[src/rtl/spk_maxpool_pkg.sv]
package spk_maxpool_pkg;
  localparam int POT_W = 16;

  typedef struct packed {
    logic                    spk;
    logic signed [POT_W-1:0] pot;
  } pix_t;

  typedef struct packed {
    logic                    vld;
    logic                    spk;
    logic signed [POT_W-1:0] pot;
  } cand_t;

  // Left operand is earlier in raster order and wins ties.
  function automatic cand_t pick(cand_t a, cand_t b);
    if (a.vld && (!b.vld || ($signed(a.pot) >= $signed(b.pot)))) return a;
    return b;
  endfunction

  function automatic logic pick_spk(cand_t a, cand_t b);
    if (a.vld && (!b.vld || ($signed(a.pot) >= $signed(b.pot)))) return a.spk;
    return b.vld & b.spk;
  endfunction
endpackage

[src/rtl/spk_mp_ctrl.sv]
module spk_mp_ctrl #(
  parameter int MAX_W = 32,
  parameter int MAX_H = 32,
  parameter int WW    = $clog2(MAX_W + 1),
  parameter int NP_W  = 2,
  parameter int SW    = 2
) (
  input  logic            clk,
  input  logic            rst,
  input  logic            in_valid,
  input  logic            in_sof,
  input  logic [WW-1:0]   cfg_width,
  input  logic [NP_W-1:0] cfg_np,
  input  logic [SW-1:0]   cfg_stride,
  output logic            emit
);
  localparam int CW = $clog2(MAX_W);
  localparam int RW = $clog2(MAX_H);

  logic [CW-1:0]   col_q, cur_col;
  logic [RW-1:0]   row_q, cur_row;
  logic [NP_W-1:0] np_m1;
  logic            last_col, unit_step, col_ok, row_ok;

  always_comb begin
    cur_col   = in_sof ? '0 : col_q;
    cur_row   = in_sof ? '0 : row_q;
    np_m1     = cfg_np - NP_W'(1);
    last_col  = (cur_col == CW'(cfg_width - WW'(1)));
    unit_step = (cfg_stride == SW'(1));
    col_ok    = (cur_col >= CW'(np_m1)) && (unit_step || (cur_col[0] == np_m1[0]));
    row_ok    = (cur_row >= RW'(np_m1)) && (unit_step || (cur_row[0] == np_m1[0]));
    emit      = in_valid && col_ok && row_ok;
  end

  always_ff @(posedge clk) begin
    if (rst) begin
      col_q <= '0;
      row_q <= '0;
    end else if (in_valid) begin
      if (last_col) begin
        col_q <= '0;
        row_q <= (cur_row == RW'(MAX_H - 1)) ? cur_row : cur_row + RW'(1);
      end else begin
        col_q <= cur_col + CW'(1);
        row_q <= cur_row;
      end
    end
  end
endmodule

[src/rtl/spk_mp_linebuf.sv]
module spk_mp_linebuf
  import spk_maxpool_pkg::*;
#(
  parameter int MAX_W   = 32,
  parameter int WIN_MAX = 3,
  parameter int WW      = $clog2(MAX_W + 1)
) (
  input  logic          clk,
  input  logic          in_valid,
  input  pix_t          din,
  input  logic [WW-1:0] cfg_width,
  output pix_t          col_in [WIN_MAX]
);
  localparam int DEPTH = (WIN_MAX - 1) * MAX_W;
  localparam int IW    = (DEPTH > 2) ? $clog2(DEPTH) : 1;

  pix_t sr [DEPTH];

  always_ff @(posedge clk) begin
    if (in_valid) begin
      sr[0] <= din;
      for (int i = 1; i < DEPTH; i++) sr[i] <= sr[i-1];
    end
  end

  // sr[k] holds the beat accepted k+1 beats ago; row above = width beats ago.
  assign col_in[0] = din;
  for (genvar r = 1; r < WIN_MAX; r++) begin : g_tap
    assign col_in[r] = sr[IW'(r * int'(cfg_width) - 1)];
  end
endmodule

[src/rtl/spk_mp_window.sv]
module spk_mp_window
  import spk_maxpool_pkg::*;
#(
  parameter int WIN_MAX = 3,
  parameter int NP_W    = 2
) (
  input  logic            clk,
  input  logic            rst,
  input  logic            in_valid,
  input  logic            emit,
  input  logic [NP_W-1:0] cfg_np,
  input  pix_t            col_in [WIN_MAX],
  output pix_t            win [WIN_MAX][WIN_MAX],
  output logic            win_vld,
  output logic [NP_W-1:0] np_q
);
  // win[dr][dc]: neuron dr rows up and dc columns left of the newest beat.
  always_ff @(posedge clk) begin
    if (in_valid) begin
      for (int r = 0; r < WIN_MAX; r++) begin
        win[r][0] <= col_in[r];
        for (int c = 1; c < WIN_MAX; c++) win[r][c] <= win[r][c-1];
      end
    end
  end

  always_ff @(posedge clk) begin
    if (rst) begin
      win_vld <= 1'b0;
      np_q    <= NP_W'(2);
    end else begin
      win_vld <= emit;
      np_q    <= cfg_np;
    end
  end
endmodule

[src/rtl/spk_mp_argmax.sv]
module spk_mp_argmax
  import spk_maxpool_pkg::*;
#(
  parameter int WIN_MAX = 3,
  parameter int NP_W    = 2
) (
  input  pix_t            win [WIN_MAX][WIN_MAX],
  input  logic [NP_W-1:0] np_q,
  output logic            o_spk
);
  localparam int LVLS   = $clog2(WIN_MAX * WIN_MAX);
  localparam int LEAVES = 1 << LVLS;

  cand_t by_n   [WIN_MAX+1][LEAVES];
  cand_t leaves [LEAVES];

  // Leaf k is raster position k of an n-by-n window (top-left first).
  for (genvar n = 0; n <= WIN_MAX; n++) begin : g_n
    for (genvar k = 0; k < LEAVES; k++) begin : g_k
      if (n >= 2 && k < n * n) begin : g_use
        localparam int DR = n - 1 - k / n;
        localparam int DC = n - 1 - k % n;
        assign by_n[n][k] = '{vld: 1'b1, spk: win[DR][DC].spk, pot: win[DR][DC].pot};
      end else begin : g_off
        assign by_n[n][k] = '0;
      end
    end
  end

  always_comb begin
    for (int k = 0; k < LEAVES; k++) leaves[k] = by_n[np_q][k];
  end

  for (genvar lv = 0; lv < LVLS; lv++) begin : g_lvl
    localparam int N = LEAVES >> lv;
    cand_t v [N];
    for (genvar k = 0; k < N; k++) begin : g_node
      if (lv == 0) begin : g_leaf
        assign v[k] = leaves[k];
      end else begin : g_merge
        assign v[k] = pick(g_lvl[lv-1].v[2*k], g_lvl[lv-1].v[2*k+1]);
      end
    end
  end

  assign o_spk = pick_spk(g_lvl[LVLS-1].v[0], g_lvl[LVLS-1].v[1]);
endmodule

[src/rtl/spk_maxpool.sv]
module spk_maxpool
  import spk_maxpool_pkg::*;
#(
  parameter int MAX_W   = 32,
  parameter int MAX_H   = 32,
  parameter int WIN_MAX = 3,
  parameter int WW      = $clog2(MAX_W + 1),
  parameter int NP_W    = $clog2(WIN_MAX + 1),
  parameter int SW      = 2
) (
  input  logic                    clk,
  input  logic                    rst,
  input  logic                    in_valid,
  input  logic                    in_sof,
  input  logic signed [POT_W-1:0] in_pot,
  input  logic                    in_spk,
  input  logic [WW-1:0]           cfg_width,
  input  logic [NP_W-1:0]         cfg_np,
  input  logic [SW-1:0]           cfg_stride,
  output logic                    out_valid,
  output logic                    out_spk
);
  pix_t            din;
  pix_t            col_in [WIN_MAX];
  pix_t            win    [WIN_MAX][WIN_MAX];
  logic            emit, win_vld, win_spk;
  logic [NP_W-1:0] np_q;

  assign din = '{spk: in_spk, pot: in_pot};

  spk_mp_ctrl #(.MAX_W(MAX_W), .MAX_H(MAX_H), .WW(WW), .NP_W(NP_W), .SW(SW)) u_ctrl (
    .clk(clk), .rst(rst), .in_valid(in_valid), .in_sof(in_sof),
    .cfg_width(cfg_width), .cfg_np(cfg_np), .cfg_stride(cfg_stride), .emit(emit)
  );

  spk_mp_linebuf #(.MAX_W(MAX_W), .WIN_MAX(WIN_MAX), .WW(WW)) u_lbuf (
    .clk(clk), .in_valid(in_valid), .din(din), .cfg_width(cfg_width), .col_in(col_in)
  );

  spk_mp_window #(.WIN_MAX(WIN_MAX), .NP_W(NP_W)) u_win (
    .clk(clk), .rst(rst), .in_valid(in_valid), .emit(emit), .cfg_np(cfg_np),
    .col_in(col_in), .win(win), .win_vld(win_vld), .np_q(np_q)
  );

  spk_mp_argmax #(.WIN_MAX(WIN_MAX), .NP_W(NP_W)) u_max (
    .win(win), .np_q(np_q), .o_spk(win_spk)
  );

  always_ff @(posedge clk) begin
    if (rst) begin
      out_valid <= 1'b0;
      out_spk   <= 1'b0;
    end else begin
      out_valid <= win_vld;
      out_spk   <= win_vld & win_spk;
    end
  end
endmodule

[config.mk]
export PLATFORM = sky130hd
export DESIGN_NAME = spk_maxpool
export DESIGN_NICKNAME = d
export VERILOG_FILES = /design/src/rtl/spk_maxpool_pkg.sv /design/src/rtl/spk_mp_ctrl.sv /design/src/rtl/spk_mp_linebuf.sv /design/src/rtl/spk_mp_window.sv /design/src/rtl/spk_mp_argmax.sv /design/src/rtl/spk_maxpool.sv
export SDC_FILE = /design/constraint.sdc
export NUM_CORES = 2
export LEC_CHECK = 0
export BUFFER_PORTS_ARGS = -buffer_cell sky130_fd_sc_hd__buf_4
export CORE_MARGIN = 2
export CORE_UTILIZATION = 66
export DETAILED_ROUTE_END_ITERATION = 10
export GPL_ROUTABILITY_DRIVEN = 0
export HOLD_SLACK_MARGIN = 0.15
export PLACE_DENSITY = 0.82
export SLEW_MARGIN = 10
export SYNTH_ARGS = -nofsm -noshare
export SYNTH_HDL_FRONTEND = slang
export SYNTH_SLANG_ARGS = --single-unit
[constraint.sdc]
create_clock -name clk -period 16.4 [get_ports clk]
set_clock_uncertainty 0.1 [all_clocks]
set_input_delay 1.64 -clock clk [delete_from_list [all_inputs] [get_ports clk]]
set_output_delay 1.64 -clock clk [all_outputs]
set_load 0.01 [all_outputs]
==> out/results.md <==
| Metric | This run | Unit |
|:---|:---|:---|
| Outcome | finished clean | - |
| Avg Vias per Cell | 7.174 | - |
| Final clock period utilization by the worst path | 73.39 | % |
| Global-route wire length before repair | 182.7 | mm |
| Clock H-tree levels | 3 | - |
| Post-synthesis instance area | 0.05551 | sq mm |
| Via count of the first global-routing pass | 29672 | - |
| Clock Root Buffer | clkbuf_16 | - |
| Count of flip-flops with a built-in enable after synthesis | 1190 | - |
| Horizontal die dimension | 294.0 | um |
| Required @ worst endpoint | 16920 | ps |
| Tightest Hold Check Type | flop to flop | - |
| Cell family contributing the most delay on the critical path | simple AND/OR/NAND/NOR gates | - |
| Post-layout min period | 12040 | ps |
| Relative slew margins | 21.51 | % |
| Floorplan die height | 294.0 | um |
| Buffers from clock root to sink, at most | 3 | - |
| Antenna Violating Nets Remaining | 0 | - |
| CTS tree | yes | - |
| CP max FO | 37 | - |
| Skew-Pair Late Insertion Delay | 700 | ps |
| Clk sinks | 1205 | - |
| Flip-flop cell with the highest count after synthesis | edfxtp_1 | - |
| Area share of the largest cell type after synthesis | 64.37 | % |
| Worst slew pin tran | 1177 | ps |
| Setup-failing EPs final | 0 | - |
| Number of cells upsized or downsized after cts | 0 | - |
| Area after DPL | 0.05676 | sq mm |
| Cells taking the most area after synthesis | edfxtp_1 64%, mux4_2 21%, ha_1 3.1% | - |
| Area delta synth->final | 9.122 | % |
| Half-perimeter wire length after placement | 66.86 | mm |
| Worst ir drop on vdd | 0.1347 | mV |
| Top-Level Pins | 33 | - |
| Final Routed Wirelength | 117.9 | mm |
| 1st-pass router iterations | 6 | - |
| Synthesized instance count | 2851 | - |
| Setup slack of the critical path after layout | 4364 | ps |
| Clock-pin slew reported for the worst setup and hold paths after clock tree synthesis | 70 | ps |
| CP Capture Type | flop | - |
| Number of antenna violations at the first check in global routing | 0 | - |
| RSZ-0062 raised after global routing | no | - |
| Worst Setup Start Kind | flop | - |
| Number of pins with negative max-slew slack in the final report | 0 | - |
| Total Power Consumption | 7.671 | mW |
| Post-layout instance area | 0.06058 | sq mm |
| Net count, final | 3036 | - |
| Maximum number of pins on one net before global-route repair | 198 | - |
| Hold violation count in the final report | 0 | - |
| Starting Density | 66.54 | % |
| Maximum achievable frequency | 83.08 | MHz |
| Total clock buffers created by CTS | 116 | - |
| Critical-path top delay cell | mux2i_4 | - |
| Site row count | 106 | - |
| Die outline area | 0.08644 | sq mm |
| Post-synth net total | 3019 | - |
| Max Cap Viol | 0 | - |
| Mean post-synth cell area | 19.47 | sq um |
| Crit path largest cell delay | 950 | ps |
| Place WS | 4430 | ps |
| Leakage power | 20.85 | nW |
| P per Cell Area | 126.6 | mW/mm^2 |
| WS Path Type | flop to flop | - |
| Total routing resource utilization after global routing | 27.92 | % |
| Vias | 29056 | - |
| Post-CTS setup buffer count | 0 | - |
| Iter 0 DRT Violations | 3594 | - |
| Worst Path Buf+Inv | 3 | - |
| Hold-fix buffers at CTS | 0 | - |
| Fraction of layout cells with a size suffix above 1 | 30.04 | % |
| Number of synthesis warnings | 0 | - |
| Count of buffers from port buffering | 32 | - |
| Final worst hold slack | 334.7 | ps |
| Final global-route overflow total | 0 | - |
| Library cell appearing most often on the critical path | ha_1 | - |
| Critical Path AT | 12550 | ps |
| Total Neg Setup Slack | 0 | ps |
| Largest area contributor in the netlist | edfxtp_1 | - |
| Seq/Total Area, Yosys | 64.91 | % |
| Total of flip-flops plus latches after synthesis | 1205 | - |
| DRC viols | 0 | - |
| Core Region | 0.08342 | sq mm |
| Routed WL per cell | 29.11 | um |
| Share of async-settable or async-resettable flops after synthesis | 0 | % |
| Number of unique standard cell types used by synthesis | 65 | - |
## layout by cell type (no fill, tap or decap), types with 5 or more instances in the layout
master	netlist	final
buf_4	18	57
o31a_1	17	17
nor2b_1	30	30
nand2b_1	6	6
a21o_1	12	12
bufinv_16	0	11
o21ai_0	29	29
mux2_2	123	123
nand3_1	18	18
ha_1	137	136
nor2_1	26	26
mux4_2	511	511
nand2_1	167	167
dfxtp_1	15	13
a211oi_1	19	19
clkinvlp_4	0	6
clkbuf_1	79	26
edfxtp_1	1190	1190
clkinv_2	0	26
o21bai_1	5	5
clkbuf_16	0	118
clkinv_1	0	21
a21oi_1	71	71
buf_12	1	6
and3_1	5	5
nor3_1	7	7
inv_1	111	111
mux2i_1	75	74
o211ai_1	12	12
nand4_1	26	26
## where the power goes
| group | switching (mW) | internal [mW] |
|---|---|---|
| registers | 0.146 | 3.62 |
| logic | 0.642 | 0.587 |
| clock network | 1.17 | 1.51 |
## final cells by class
| type | count | area (sq um) |
|---|---|---|
| diodes | 1 | 2.502 |
| clock buffers | 146 | 3078 |
| clock inverters | 73 | 724.4 |
| fillers | 4588 | 22850 |
| inverters | 111 | 416.7 |
| multi-input cells | 1369 | 18390 |
| flip-flops and latches | 1205 | 36040 |
| well taps | 1080 | 1351 |
| repair buffers | 65 | 578.1 |
## kinds of logic (layout without fill, tap and decap cells)
family | after synthesis | in the layout | synth area share [%]
adders and majority gates | 137 | 137 | 3.088
and+or+nand+nor | 310 | 310 | 2.651
AOI/OAI and AO/OA | 198 | 198 | 2.324
muxes | 714 | 714 | 24.72
other | 0 | 1 | 0
buffers and inverters | 277 | 395 | 2.121
xor gates and xnor gates | 10 | 10 | 0.1826
DFF | 1205 | 1205 | 64.91
## final timing paths
| kind | start | end | slack, ps | depth (start not counted) |
|---|---|---|---|---|
| worst max register to register | u_win.np_q[0]$_SDFF_PP0_ | out_spk$_SDFF_PP0_ | 4360 | 37 |
| worst min-delay path | u_lbuf.sr[58][4]$_DFFE_PP_ | u_lbuf.sr[59][4]$_DFFE_PP_ | 330 | 0 |
| worst max-delay path | u_win.np_q[0]$_SDFF_PP0_ | out_spk$_SDFF_PP0_ | 4360 | 37 |
| worst min register to register | u_lbuf.sr[58][4]$_DFFE_PP_ | u_lbuf.sr[59][4]$_DFFE_PP_ | 330 | 0 |
## sequential cells by signal, indices dropped and copies added, names as in the netlist
| register | cells |
|---|---|
| u_lbuf.sr | 1043 |
| u_win.win | 147 |
| u_ctrl.col_q | 5 |
| u_ctrl.row_q | 5 |
| u_win.np_q | 2 |
| out_spk | 1 |
| out_valid | 1 |
| u_win.win_vld | 1 |
## routing by layer
layer | routed length [um] | share of wire (%) | GRT usage [%]
met1 | 46720 | 40 | 41.14
met2 | 58440 | 50 | 44.45
met3 | 9365 | 7.9 | 4.237
met4 | 3379 | 2.9 | 8.176
met5 | 0 | 0 | 0
## synthesized netlist by cell type (all sizes together) (3+ instances only)
cell,number
mux2,126
o21a,3
a211oi,20
or3,3
o31ai,3
dfxtp,15
nor2,27
mux2i,77
xor2,4
nor2b,30
nand2b,6
inv,111
ha,137
o31a,17
nand4,26
xnor2,5
and3,5
nand2,167
clkbuf,79
o21ai,29
and4,3
buf,87
and2,4
o41ai,3
o211ai,12
mux4,511
a2bb2oi,3
a21o,12
nand3,18
a2111oi,3
nor3,7
a21oi,72
a22oi,3
o21bai,5
edfxtp,1190
or2,3
## through the flow
step	instances	util, %
4_1_cts	4049	72.60
3_5_place_dp	3830	68.04
3_3_place_gp	3830	68.04
2_1_floorplan	2851	-
5_1_grt	4049	72.61
6_report	4050	72.61
## worst register-to-register path, delay by kind of cell, from the launching register on
family	cells	cell delay, ps
adders and majority gates	4	1300
AOI/OAI and AO/OA	9	1970
buffers and inverters	3	690
and+or+nand+nor	14	4110
DFF	1	720
muxes	7	3070
(Power assumes the default switching activity.)
